==> src/rtl/tlit_pkg.sv <==
package tlit_pkg;
    localparam int DIGIT_W = 2;
    localparam int THR_W   = 3;

    // One switch setting: remap flag above a signed threshold.
    typedef struct packed {
        logic                    remap;
        logic signed [THR_W-1:0] thr;
    } lit_cfg_t;

    localparam int CFG_W = $bits(lit_cfg_t);
    localparam lit_cfg_t CFG_RESET = '{remap: 1'b0, thr: -3'sd1};
endpackage

==> src/rtl/tlit_cfg_bank.sv <==
module tlit_cfg_bank
    import tlit_pkg::*;
#(
    parameter int NUM_LIT = 4,
    localparam int AW = (NUM_LIT > 1) ? $clog2(NUM_LIT) : 1
) (
    input  logic                       clk,
    input  logic                       rst_n,
    input  logic                       wr_en_i,
    input  logic [AW-1:0]              wr_addr_i,
    input  logic [CFG_W-1:0]           wr_data_i,
    output lit_cfg_t [NUM_LIT-1:0]     cfg_o
);
    lit_cfg_t [NUM_LIT-1:0] cfg_q;

    always_ff @(posedge clk or negedge rst_n) begin
        if (!rst_n) begin
            for (int k = 0; k < NUM_LIT; k++) cfg_q[k] <= CFG_RESET;
        end else if (wr_en_i) begin
            cfg_q[wr_addr_i] <= lit_cfg_t'(wr_data_i);
        end
    end

    assign cfg_o = cfg_q;

    AST_WRITE_LANDS: assert property (@(posedge clk) disable iff (!rst_n)
        wr_en_i |=> cfg_q[$past(wr_addr_i)] == lit_cfg_t'($past(wr_data_i)));
    AST_IDLE_HOLDS: assert property (@(posedge clk) disable iff (!rst_n)
        !wr_en_i |=> $stable(cfg_q));
endmodule

==> src/rtl/tlit_eval.sv <==
module tlit_eval
    import tlit_pkg::*;
(
    input  logic               clk,
    input  logic               rst_n,
    input  logic [DIGIT_W-1:0] digit_i,
    input  lit_cfg_t           cfg_i,
    output logic               lit_o
);
    logic [DIGIT_W-1:0]      eff_digit;
    logic signed [THR_W-1:0] digit_s;

    // Converter: 0,1,2,3 -> 3,2,1,0 when remap is set.
    always_comb begin
        eff_digit = cfg_i.remap ? ~digit_i : digit_i;
        digit_s   = $signed({1'b0, eff_digit});
        lit_o     = (digit_s > cfg_i.thr);
    end

    AST_CEIL_ZERO: assert property (@(posedge clk) disable iff (!rst_n)
        (cfg_i.thr == 3'sd3) |-> !lit_o);
    AST_FLOOR_ONE: assert property (@(posedge clk) disable iff (!rst_n)
        cfg_i.thr[THR_W-1] |-> lit_o);
endmodule

==> src/rtl/tlit_network.sv <==
module tlit_network
    import tlit_pkg::*;
#(
    parameter int NUM_PAIRS = 2,
    localparam int NUM_LIT  = 2 * NUM_PAIRS,
    localparam int AW       = (NUM_LIT > 1) ? $clog2(NUM_LIT) : 1
) (
    input  logic               clk,
    input  logic               rst_n,
    input  logic [DIGIT_W-1:0] digit_i,
    input  logic               wr_en_i,
    input  logic [AW-1:0]      wr_addr_i,
    input  logic [CFG_W-1:0]   wr_data_i,
    output logic               match_o
);
    lit_cfg_t [NUM_LIT-1:0] cfg;
    logic [NUM_LIT-1:0]     lit;
    logic [NUM_PAIRS-1:0]   chain_on;

    tlit_cfg_bank #(.NUM_LIT(NUM_LIT)) cfg_bank_i (
        .clk       (clk),
        .rst_n     (rst_n),
        .wr_en_i   (wr_en_i),
        .wr_addr_i (wr_addr_i),
        .wr_data_i (wr_data_i),
        .cfg_o     (cfg)
    );

    for (genvar k = 0; k < NUM_LIT; k++) begin : g_lit
        tlit_eval eval_i (
            .clk     (clk),
            .rst_n   (rst_n),
            .digit_i (digit_i),
            .cfg_i   (cfg[k]),
            .lit_o   (lit[k])
        );
    end

    // Series pairs, then parallel paths.
    for (genvar p = 0; p < NUM_PAIRS; p++) begin : g_chain
        assign chain_on[p] = lit[2*p] & lit[2*p+1];
    end

    assign match_o = |chain_on;

    AST_ALL_ON: assert property (@(posedge clk) disable iff (!rst_n)
        (lit == {NUM_LIT{1'b1}}) |-> match_o);
    AST_ALL_OFF: assert property (@(posedge clk) disable iff (!rst_n)
        (lit == '0) |-> !match_o);
endmodule

==> config.mk <==
export PLATFORM = sky130hd
export DESIGN_NAME = tlit_network
export DESIGN_NICKNAME = d
export VERILOG_FILES = /design/src/rtl/tlit_pkg.sv /design/src/rtl/tlit_cfg_bank.sv /design/src/rtl/tlit_eval.sv /design/src/rtl/tlit_network.sv
export SDC_FILE = /design/constraint.sdc
export NUM_CORES = 1
export LEC_CHECK = 0
export ABC_AREA = 1
export BUFFER_PORTS_ARGS = -buffer_cell sky130_fd_sc_hd__buf_2
export CAP_MARGIN = 20
export CORE_MARGIN = 2
export CORE_UTILIZATION = 50
export CTS_CLUSTER_SIZE = 8
export DETAILED_ROUTE_END_ITERATION = 12
export GPL_TIMING_DRIVEN = 0
export PLACE_DENSITY = 0.7
export SETUP_SLACK_MARGIN = 0.4
export SLEW_MARGIN = 20
export SYNTH_ARGS = -nofsm -noshare
export SYNTH_HDL_FRONTEND = slang
export SYNTH_SLANG_ARGS = --single-unit
==> constraint.sdc <==
create_clock -name clk -period 2 [get_ports clk]
set_input_delay 0.1 -clock clk [delete_from_list [all_inputs] [get_ports clk]]
set_output_delay 0.1 -clock clk [all_outputs]
set_load 0.01 [all_outputs]
# Yosys cells after proc, flatten, opt, wreduce, memory -nomap -nowiden
# Index checks and enable logic that the tools add are counted.
[word_totals]
reg_bits = 16
[op_classes]
reduce_logical = 2
bitwise = 3
n_lt_le_gt_ge = 6
muxes = 7
[op_table]
columns = ["op", "count"]
rows = [
  ["$bwmux 16", 1],
  ["$gt 3x3->1", 4],
  ["$demux 4 s2", 1],
  ["$mux 2", 4],
  ["$mux 4", 1],
  ["$lt 2x3->1 const B", 1],
  ["$and 1x1->1", 2],
  ["$ge 2x1->1 const B", 1],
  ["$not 2->2", 1],
  ["$reduce_or 2->1", 1],
  ["$logic_and 1x1->1", 1],
]

# Logic depth before layout (Yosys ltp)
# Gate-level depths: netlist (run 1).
[logic_depth]
word_depth = 5
ltp_mapped = 10
depth_no_buf = 9

# Hierarchy
# A second synthesis (run 1) with hierarchy kept.
[unflattened]
cells_unflattened = 130
hier_area_um2 = 1041.0
[modules_own_cells]
columns = ["mod", "seq_area_each_um2", "n_inst", "cells_each", "area_each_um2"]
rows = [
  ["tlit_cfg_bank", 415.4, 1, 75, 724.4],
  ["tlit_eval", 0.0, 4, 13, 76.3],
  ["tlit_network", 0.0, 1, 3, 11.3],
]

# Worst setup path before layout (run 1)
# Ideal clock, no wire load.
[synth_path]
kind = "register to output"
from = "register cfg_bank_i.cfg_q, in the netlist cfg_bank_i.cfg_o[5]"
to = "output port match_o"
slack_ns = 0.755
arrival_ns = 1.145
path_buffers = 0
stages_incl_launch_ff = 9
path_cell_list = "dfstp_2 > inv_1 > ha_1 > nand2_1 > nand2_1 > nand2_1 > nand2_1 > nand2_1 > nand2_1"
[synth_via]
elab_chain_len = 3
[synth_rtl]
columns = ["element", "line", "source"]
rows = [
  ["start, declared", "tlit_cfg_bank.sv:14", "lit_cfg_t [NUM_LIT-1:0] cfg_q;"],
  ["start signal, assigned by index", "tlit_cfg_bank.sv:20", "cfg_q[wr_addr_i] <= lit_cfg_t'(wr_data_i);"],
  ["$gt 3x3->1", "tlit_eval.sv:17", "lit_o = (digit_s > cfg_i.thr);"],
  ["$and 1x1->1", "tlit_network.sv:41", "assign chain_on[p] = lit[2*p] & lit[2*p+1];"],
  ["$reduce_or 2->1", "tlit_network.sv:44", "assign match_o = |chain_on;"],
  ["end, declared", "tlit_network.sv:14", "output logic match_o"],
]
# No other way between the ends.

# Worst setup path after layout (run 1)
[layout_path]
from = "register cfg_bank_i.cfg_q, in the netlist cfg_bank_i.cfg_o[9]"
to = "output port match_o"
# Same word-level chain as after synthesis.

==> results, run 1 <==
- In this run the worst path has a maximum fanout of 2.
- On the worst path, the slowest cell contributes a delay of approximately 0.54 ns.
- The worst path arrival time is roughly 1.6 ns.
- The number of antenna violations at the first check in global routing is 0.
- After detailed placement, the design holds a cell count of 149.
- The number of synthesized flops with an enable pin is 0.
- The register with the most flip-flops in the layout has 16 of them.
- In this run the worst setup path begins at cfg_bank_i.cfg_o[9].
- Buffers placed on the I/O ports in this run total 10.
- Entering global routing, the biggest net connects 17 pins.
- The worst flop-to-flop path endpoint is cfg_bank_i.cfg_o[2].
- The fraction of post-synthesis cell area in the top cell type by area is 0.336.
- The number of levels in the clock H-tree is 1.
- The most frequently used flop master after synthesis is sky130_fd_sc_hd__dfstp_2.
- Headroom to the max-slew limit came out at 0.772.
- Sorting the synthesized cells by area gives the leading types as sky130_fd_sc_hd__dfstp_2 (34%), sky130_fd_sc_hd__nand2_1 (16%), sky130_fd_sc_hd__dfrtp_1 (11%), sky130_fd_sc_hd__ha_1 (11%), sky130_fd_sc_hd__inv_1 (8.8%).
- The floorplan has 15 rows.
- The critical path contains buffers and inverters numbering 2 combined.
- The share of final-layout standard cells stronger than drive strength 1 is 0.240.
- The region available for standard cell placement spans 1750 um2.
- Of the synthesized area, sequential elements account for 0.442.
- The mean instance size in the synthesized netlist is just over 8 um2.
- In this run the remaining antenna-violating nets after routing total 0.
- The sum of negative setup slack is 0 ns.
- The ratio of final minimum period to clock period is 0.861.
- After detailed routing, the average wire length per cell comes to approximately 11 um.
- The required time of the worst setup path is 1.90 ns.
- In this design, the critical path's most frequently occurring cell is sky130_fd_sc_hd__nand2_1.
- The sink count of the clock tree is 16.
- The synthesized net count is 133.
- Across every metal layer, demand over resource in global routing totals 0.167.
- Measured in cells, the most critical reg-to-reg path has a length of 2.
- The total DRC errors in the routed layout is 0.
- The flop-to-flop setup slack is 1.25 ns.
- The die is 47.4 um wide.
- Along the worst hold path, the cell count comes to 3.
- The clock latency at the later pin of the worst-skew pair is ~0.29 ns.
- The worst setup path is launched from a register.
- During I/O placement, the number of pins put on the boundary was 12.
- The origin of the critical flop-to-flop path is cfg_bank_i.cfg_o[2].
- The post-synthesis cell count is 114.
- The slowest stage of the critical path is the sky130_fd_sc_hd__dfstp_2 cell.
- The count of final setup violators is 0.
- The buffer depth of the longest clock path is 2.
- The die covers around 2200 um2.
- The total standard cell area after synthesis is 940 um2.
- Derived from the worst setup path, the maximum achievable clock frequency is 581 MHz.
- The CTS tree is built.
- The root buffer cell chosen for the clock tree is sky130_fd_sc_hd__clkbuf_4.
- For this configuration, the core starts out at a cell density of 0.538.
- The transition time at the pin with the least slew margin is 0.343 ns.
- Routability-driven placement finished with a final weighted congestion of 0.760.
- The class of the tightest hold or removal check is input port to register.
- In this run the vertical extent of the chip is 47.4 um.
- The count of different cell masters after synthesis is 10.
- Setup repair after global routing could not meet its margin everywhere.
- Ranked by instance count, the synthesized netlist is headed by sky130_fd_sc_hd__nand2_1 (39), sky130_fd_sc_hd__inv_1 (22), sky130_fd_sc_hd__o21ai_1 (16).
- Once layout is complete, the cells apart from fillers number 154.
- For this design the ratio of total power to cell area is 892 nW/um2.
- In this run the static leakage power is approximately 0.56 nW.
- The startpoint-to-endpoint class of the critical path is register to output pin.
- The flow ran to the end, and the final reports show no timing, DRC or antenna violations.
- In the final design database the tool counted 149 nets.
- The total of max-cap violations is 0.
- The repair_antennas step left the layout with diodes totalling 0.
- The kind of cell with the highest combined delay along the critical path is flip-flops.
- Clock tree synthesis inserted a total of 3 buffers.
- In the synthesized netlist the async set-or-reset flop fraction comes to 1.00.
- The endpoint kind of the worst setup timing path is an output pin.
- During synthesis, Yosys emitted a total of 0 warnings.
- The final worst clock skew is 0 ns.
- Synthesis inferred 16 register bits.
- After detailed routing, the total wire length is 1620 um.
- The time the worst path needs with I/O delays and setup is 1.72 ns.
- The detailed router placed around 700 vias in this run.
- In the routed layout, each cell is associated on average with a via count of 4.53.
- Walking the worst path, the cells encountered are inv_1 -> ha_1 -> nand2_1 -> nand2_1 -> nand2_1 -> nand2_1 -> nand2_1 -> nand2_1 -> buf_2.
- The area growth from synthesis to layout is 13.6%.
- Detailed placement finished with a half-perimeter wire length of ~1300 um.
- The max-slew violation count was 0.
- The first global-routing pass estimated 2530 um of wire.
- The share of the core filled with cells in the final layout is 0.611.
- The worst-case IR drop observed on VDD is ~490 uV.
- The first TritonRoute pass finished after 4 iterations.
- The worst hold path terminates at cfg_bank_i.cfg_o[6].
- Of all cell types, the one taking the most synthesized area is sky130_fd_sc_hd__dfstp_2.
- The startpoint identified for the worst hold timing path is wr_data_i[2].
- Clock-pin slew was measured on the worst setup and hold paths at 0.10 ns.
- The via count of the first global-routing pass is about 600.
- The most common cell in the synthesized netlist is sky130_fd_sc_hd__nand2_1.
- Summed over all layers, the global routing overflow is 0.
- After the first detailed-routing iteration, the DRC count stood at 14.
- The final-report hold violation count is 0.
-- kinds of logic after synthesis --
family | Yosys count | share of synthesized area
AND/OR/NAND/NOR | 43 | 0.198
buffers and inverters | 23 | 0.0932
AO/OA/AOI/OAI | 16 | 0.0852
flip-flops | 16 | 0.442
XOR/XNOR | 8 | 0.0746
adder cells (fa/ha/maj) | 8 | 0.107
-- metal layers --
layer	vias to the layer above	wire length [um]	track usage
li1	382	-	-
met1	298	821	0.243
met2	15	705	0.243
met3	3	82	0.0423
met4	0	15	0.0500
met5	-	0	0
-- power breakdown --
group          internal (W)  total [W]  switching (W)  leakage (nW)
clock network      0.000111   0.000215       0.000104        0.0210
registers          0.000403   0.000438      0.0000350         0.176
logic              0.000133   0.000299       0.000166         0.362
total              0.000647   0.000952       0.000305         0.558
-- repair_timing --
action,4_1_cts,5_1_grt
setup endpoints to repair,1,1
resized for setup,0,0
setup buffers,0,0
hold endpoints to repair,15,0
hold buffers,1,0
pin swaps,0,0
-- layout by cell type (no fill, tap or decap), drive strengths merged --
cell	Yosys	final
ha	8	8
xor2	4	4
dlygate4sd3	0	1
nand3	4	4
xnor2	4	4
inv	22	22
o21ai	16	16
dfrtp	4	4
nand2	39	39
buf	0	10
clkbuf	1	5
dfstp	12	12
-- worst min-delay path: stages --
cell and delay [ns]:
sky130_fd_sc_hd__buf_2 0.10, sky130_fd_sc_hd__inv_1 0.11, sky130_fd_sc_hd__o21ai_1 0.08
-- area by class of cell --
cell class | instances | area [um2]
Fill cell | 171 | 678
Sequential cell | 16 | 415
Buffer | 1 | 5.00
Tap cell | 25 | 31.3
Inverter | 22 | 82.6
Timing Repair Buffer | 11 | 60.1
Clock buffer | 4 | 36.3
Multi-Input combinational cell | 75 | 437
-- per-stage QoR --
stage / cell area (um2) / setup WS, ns / power, W / hold WS, ns
detailed placement: 1020 / 0.607 / 0.000744 / 0.0255
floorplan: 940 / 0.755 / 0.000662 / -0.196
CTS: 1070 / 0.272 / 0.000962 / 0.0951
global placement: 1020 / 0.620 / 0.000726 / 0.0180
global route: 1070 / 0.183 / 0.00103 / 0.0964
finish: 1070 / 0.279 / 0.000952 / 0.0913
-- worst max-delay path by stage --
stage	to	slack [ns]	cells past startpoint
floorplan	match_o	0.75	8
global route	match_o	0.18	9
detailed placement	match_o	0.61	9
global placement	match_o	0.62	9
finish	match_o	0.28	9
CTS	match_o	0.27	9
Note: power is estimated with default switching activity, not from simulation.
==> run 2: changes to the inputs <==
- CORE_MARGIN: 2 -> 4
- CTS_BUF_LIST: unset -> sky130_fd_sc_hd__clkbuf_8 sky130_fd_sc_hd__clkbuf_16
==> run 2 against run 1 <==
Critical path depth stayed put. Maximum frequency increased by 0.45%. Clock power grew 6%. Count of clock-buffer cells in the layout fell by 1. Routed wire length rose by 8.6%. Register-to-register slack hardly changed. First-iteration DRC count shrank 21%. Via count up 0.14%. Flip-flop and latch count unchanged. Hold slack improved by 0.070 ns. Sequential share of layout area down 1.4 points. Largest power group unchanged.
==> results, run 2 (synthesis gave the netlist of run 1 again) <==
- The number of input and output port buffers inserted is 10 (unchanged).
- The number of violations reported at the end of detailed-routing iteration 0 was 11 (-3).
- The final RePlAce weighted congestion came to 0.745 (-2.1%).
- The library cells used most frequently in the layout, excluding fill and tap cells, are sky130_fd_sc_hd__nand2_1 (39), sky130_fd_sc_hd__inv_1 (22), sky130_fd_sc_hd__o21ai_1 (16), sky130_fd_sc_hd__dfstp_2 (12), sky130_fd_sc_hd__buf_2 (10).
- The power share of the clock group is 0.230 (+0.004).
- The total power is 0.000993 W (+4.3%).
- The total leakage power is 0.569 nW (+1.9%).
- STA classifies the critical path startpoint as a register.
- The final worst clock skew came to 0 ns (unchanged).
- Traced cell by cell, the critical path runs through buf_6 -> xnor2_2 -> ha_2 -> nand2_1 -> nand2_1 -> nand2_1 -> nand2_1 -> nand2_1 -> buf_2.
- The placement-stage worst setup slack is 0.582 ns (-0.0247 ns).
- The startpoint identified for the worst register-to-register timing path is cfg_bank_i.cfg_o[11].
- The required time of the worst setup path was 1.90 ns (about the same).
- TritonCTS built the clock tree.
- From synthesis to final layout, the design area changed by 17.7%.
- The transition time at the pin with the least slew margin was 0.338 ns (-0.00431 ns).
- The highest clock frequency the design can meet is 584 MHz (+0.45%).
- The total DRC errors in the routed layout came to 0 (unchanged).
- The sum of negative setup slack is 0 ns (unchanged).
- The sum of routed wire length over all layers is 1760 um (+8.6%).
- STA classifies the critical path endpoint as an output pin.
- The delay of the slowest cell on the worst path is 0.40 ns (-0.14 ns).
- The total buffers and inverters traversed by the critical path is 2 (unchanged).
- The cell family contributing the most delay on the critical path is flip-flops.
- Setup repair after global routing could not meet its margin everywhere.
- The switching power is 0.000309 W (+1.2%).
- The sequential group share of total power was 0.443 (-0.017).
- The startpoint of the most critical hold path is wr_data_i[2].
- The x dimension of the die is 51.4 um (+8.4%).
- The clock slew at the register clock pins of the worst setup and hold paths is 0.06 ns (-0.04 ns).
- The average routed wire per standard cell is 11.5 um (+8.6%).
- The count of boundary I/O pins is 12 (unchanged).
- The full die area is 2640 um2 (+18%).
- The power per cell area came to 898 nW/um2 (+0.61%).
- The switching power as a share of total power came to 0.311 (-0.00951).
- The final-report hold violation count is 0 (unchanged).
- The effective utilization at floorplan was 0.538 (unchanged).
- The total half-perimeter wirelength after legalization and detailed placement is 1320 um (+4.9%).
- The number of levels in the clock H-tree is 1 (unchanged).
- The internal power consumption is 0.000684 W (+5.7%).
- The sink count of the clock tree came to 16 (unchanged).
- The core area is 1750 um2 (unchanged).
- The highest metal layer with signal wires is met4.
- The global-route wire length before repair is 2840 um (+12%).
- The number of nets still failing antenna checks after routing came to 0 (unchanged).
- The buffer depth of the longest clock path is 2 (unchanged).
- The run finished with clean final reports.
- By instance count, the cell type seen most on the critical path is sky130_fd_sc_hd__nand2_1.
- The least setup slack across all paths after layout is 0.286 ns (+0.00763 ns).
- The number of antenna violations at the first check in global routing is 0 (unchanged).
- The worst slew slack as a fraction of its limit came to 0.774 (+0.00287).
- The total via count after detailed routing is 699 (+0.14%).
- The peak supply drop was 492 uV (-0.19%).
- The library cell used as clock root buffer is sky130_fd_sc_hd__clkbuf_8.
- The cell count after placement is 149 (unchanged).
- The clock latency at the later pin of the worst-skew pair is 0.24 ns (-0.05 ns).
- The worst path arrival time is 1.61 ns (about the same).
- The worst setup path is of the register to output pin kind.
- The highest fanout seen on the critical path came to 2 (unchanged).
- The overall die height came to 51.4 um (+8.4%).
- The max-slew violation count is 0 (unchanged).
- The critical path startpoint is cfg_bank_i.cfg_o[11].
- The commonest non-fill, non-tap cell in the layout is sky130_fd_sc_hd__nand2_1.
- The fill cell instance count of the final layout is 165 (-3.5%).
- The total of max-cap violations is 0 (unchanged).
- The flip-flop count of the largest register after layout is 16 (unchanged).
- The count of final setup violators was 0 (unchanged).
- The via count of the first global-routing pass is 654 (+12%).
- The class of the tightest hold or removal check is input port to register.
- The count of non-filler cells in the finished layout is 154 (unchanged).
- The sum of routed wire segments on met1 is 822 um (+0.12%).
- The total number of placement rows is 15 (unchanged).
- The number of buffers inserted during clock tree synthesis came to 3 (unchanged).
- The number of optimization iterations in the first detailed-route pass came to 4 (unchanged).
- The worst hold slack was 0.161 ns (+0.0698 ns).
- The time the worst path needs with I/O delays and setup is 1.71 ns (-0.00763 ns).
- The final net count is 150 (+0.67%).
- The antenna diode count is 0 (unchanged).
- The largest net degree at the start of global routing is 17 (unchanged).
- The total length of routed met2 wires is 869 um (+23%).
- The share of final-layout standard cells stronger than drive strength 1 came to 0.264 (+0.0233).
- The routed length on met3 came to 56 um (-32%).
- The highest-delay cell along the critical path is sky130_fd_sc_hd__dfrtp_1.
- The global-route usage over all layers is 0.150 (-0.0166).
- The share of total power in combinational logic is 0.327 (+0.013).
- The post-detailed-route via-to-cell ratio came to 4.54 (+0.14%).
- The total congestion overflow is 0 (unchanged).
- The ratio of final minimum period to clock period came to 0.857 (-0.00382).
==> run 2: worst paths after layout <==
kind | endpoint | cells after the start | slack [ns]
max reg2reg | cfg_bank_i.cfg_o[11] | 3 | 1.24
min in group asynchronous | cfg_bank_i.cfg_o[11] | 2 | 0.29
max | match_o | 9 | 0.29
min reg2reg | cfg_bank_i.cfg_o[6] | 2 | 0.47
min | cfg_bank_i.cfg_o[6] | 3 | 0.16
max in group asynchronous | cfg_bank_i.cfg_o[13] | 2 | 1.41
==> run 2: tightest hold or removal path: stages <==
cell and delay, ns:
sky130_fd_sc_hd__buf_2 0.09, sky130_fd_sc_hd__inv_1 0.12, sky130_fd_sc_hd__o21ai_1 0.09
==> run 2: per-stage QoR <==
step | cell area, um2 | utilization
5_1_grt | 1110 | 0.634
6_report | 1110 | 0.634
2_1_floorplan | 940 | -
3_3_place_gp | 1020 | 0.585
4_1_cts | 1080 | 0.619
3_5_place_dp | 1020 | 0.585
==> run 2: power by group through the flow <==
stage                     clock, W  combinational (W)  sequential (W)
final                     0.000228           0.000325        0.000440
after global routing      0.000258           0.000385        0.000447
after CTS                 0.000237           0.000312        0.000439
after detailed placement         0           0.000301        0.000445
after global placement           0           0.000284        0.000442
after floorplan                  0           0.000227        0.000435
==> run 2: timing repair <==
action | in CTS | in global routing
endpoints found under the hold margin | 4 | 0
gates resized for setup | 0 | 4
endpoints found under the setup margin | 1 | 1
buffers inserted | 1 | 0
hold buffers | 1 | 0
pin swaps | 1 | 4
==> run 2: routing by layer <==
| layer | up-vias | global-route usage |
|---|---|---|
| li1 | 381 | - |
| met1 | 305 | 0.188 |
| met2 | 11 | 0.251 |
| met3 | 2 | 0.0292 |
| met4 | 0 | 0.0655 |
| met5 | - | 0 |
==> run 2: area by class of cell <==
class	count	area [um2]	area share
timing repair buffer	12	71.3	0.0645
multi-input combinational	75	459	0.415
clock buffer	3	41.3	0.0373
sequential	16	415	0.376
tap	25	31.3	0.0283
inverter	22	82.6	0.0747
buffer	1	5.00	0.00452
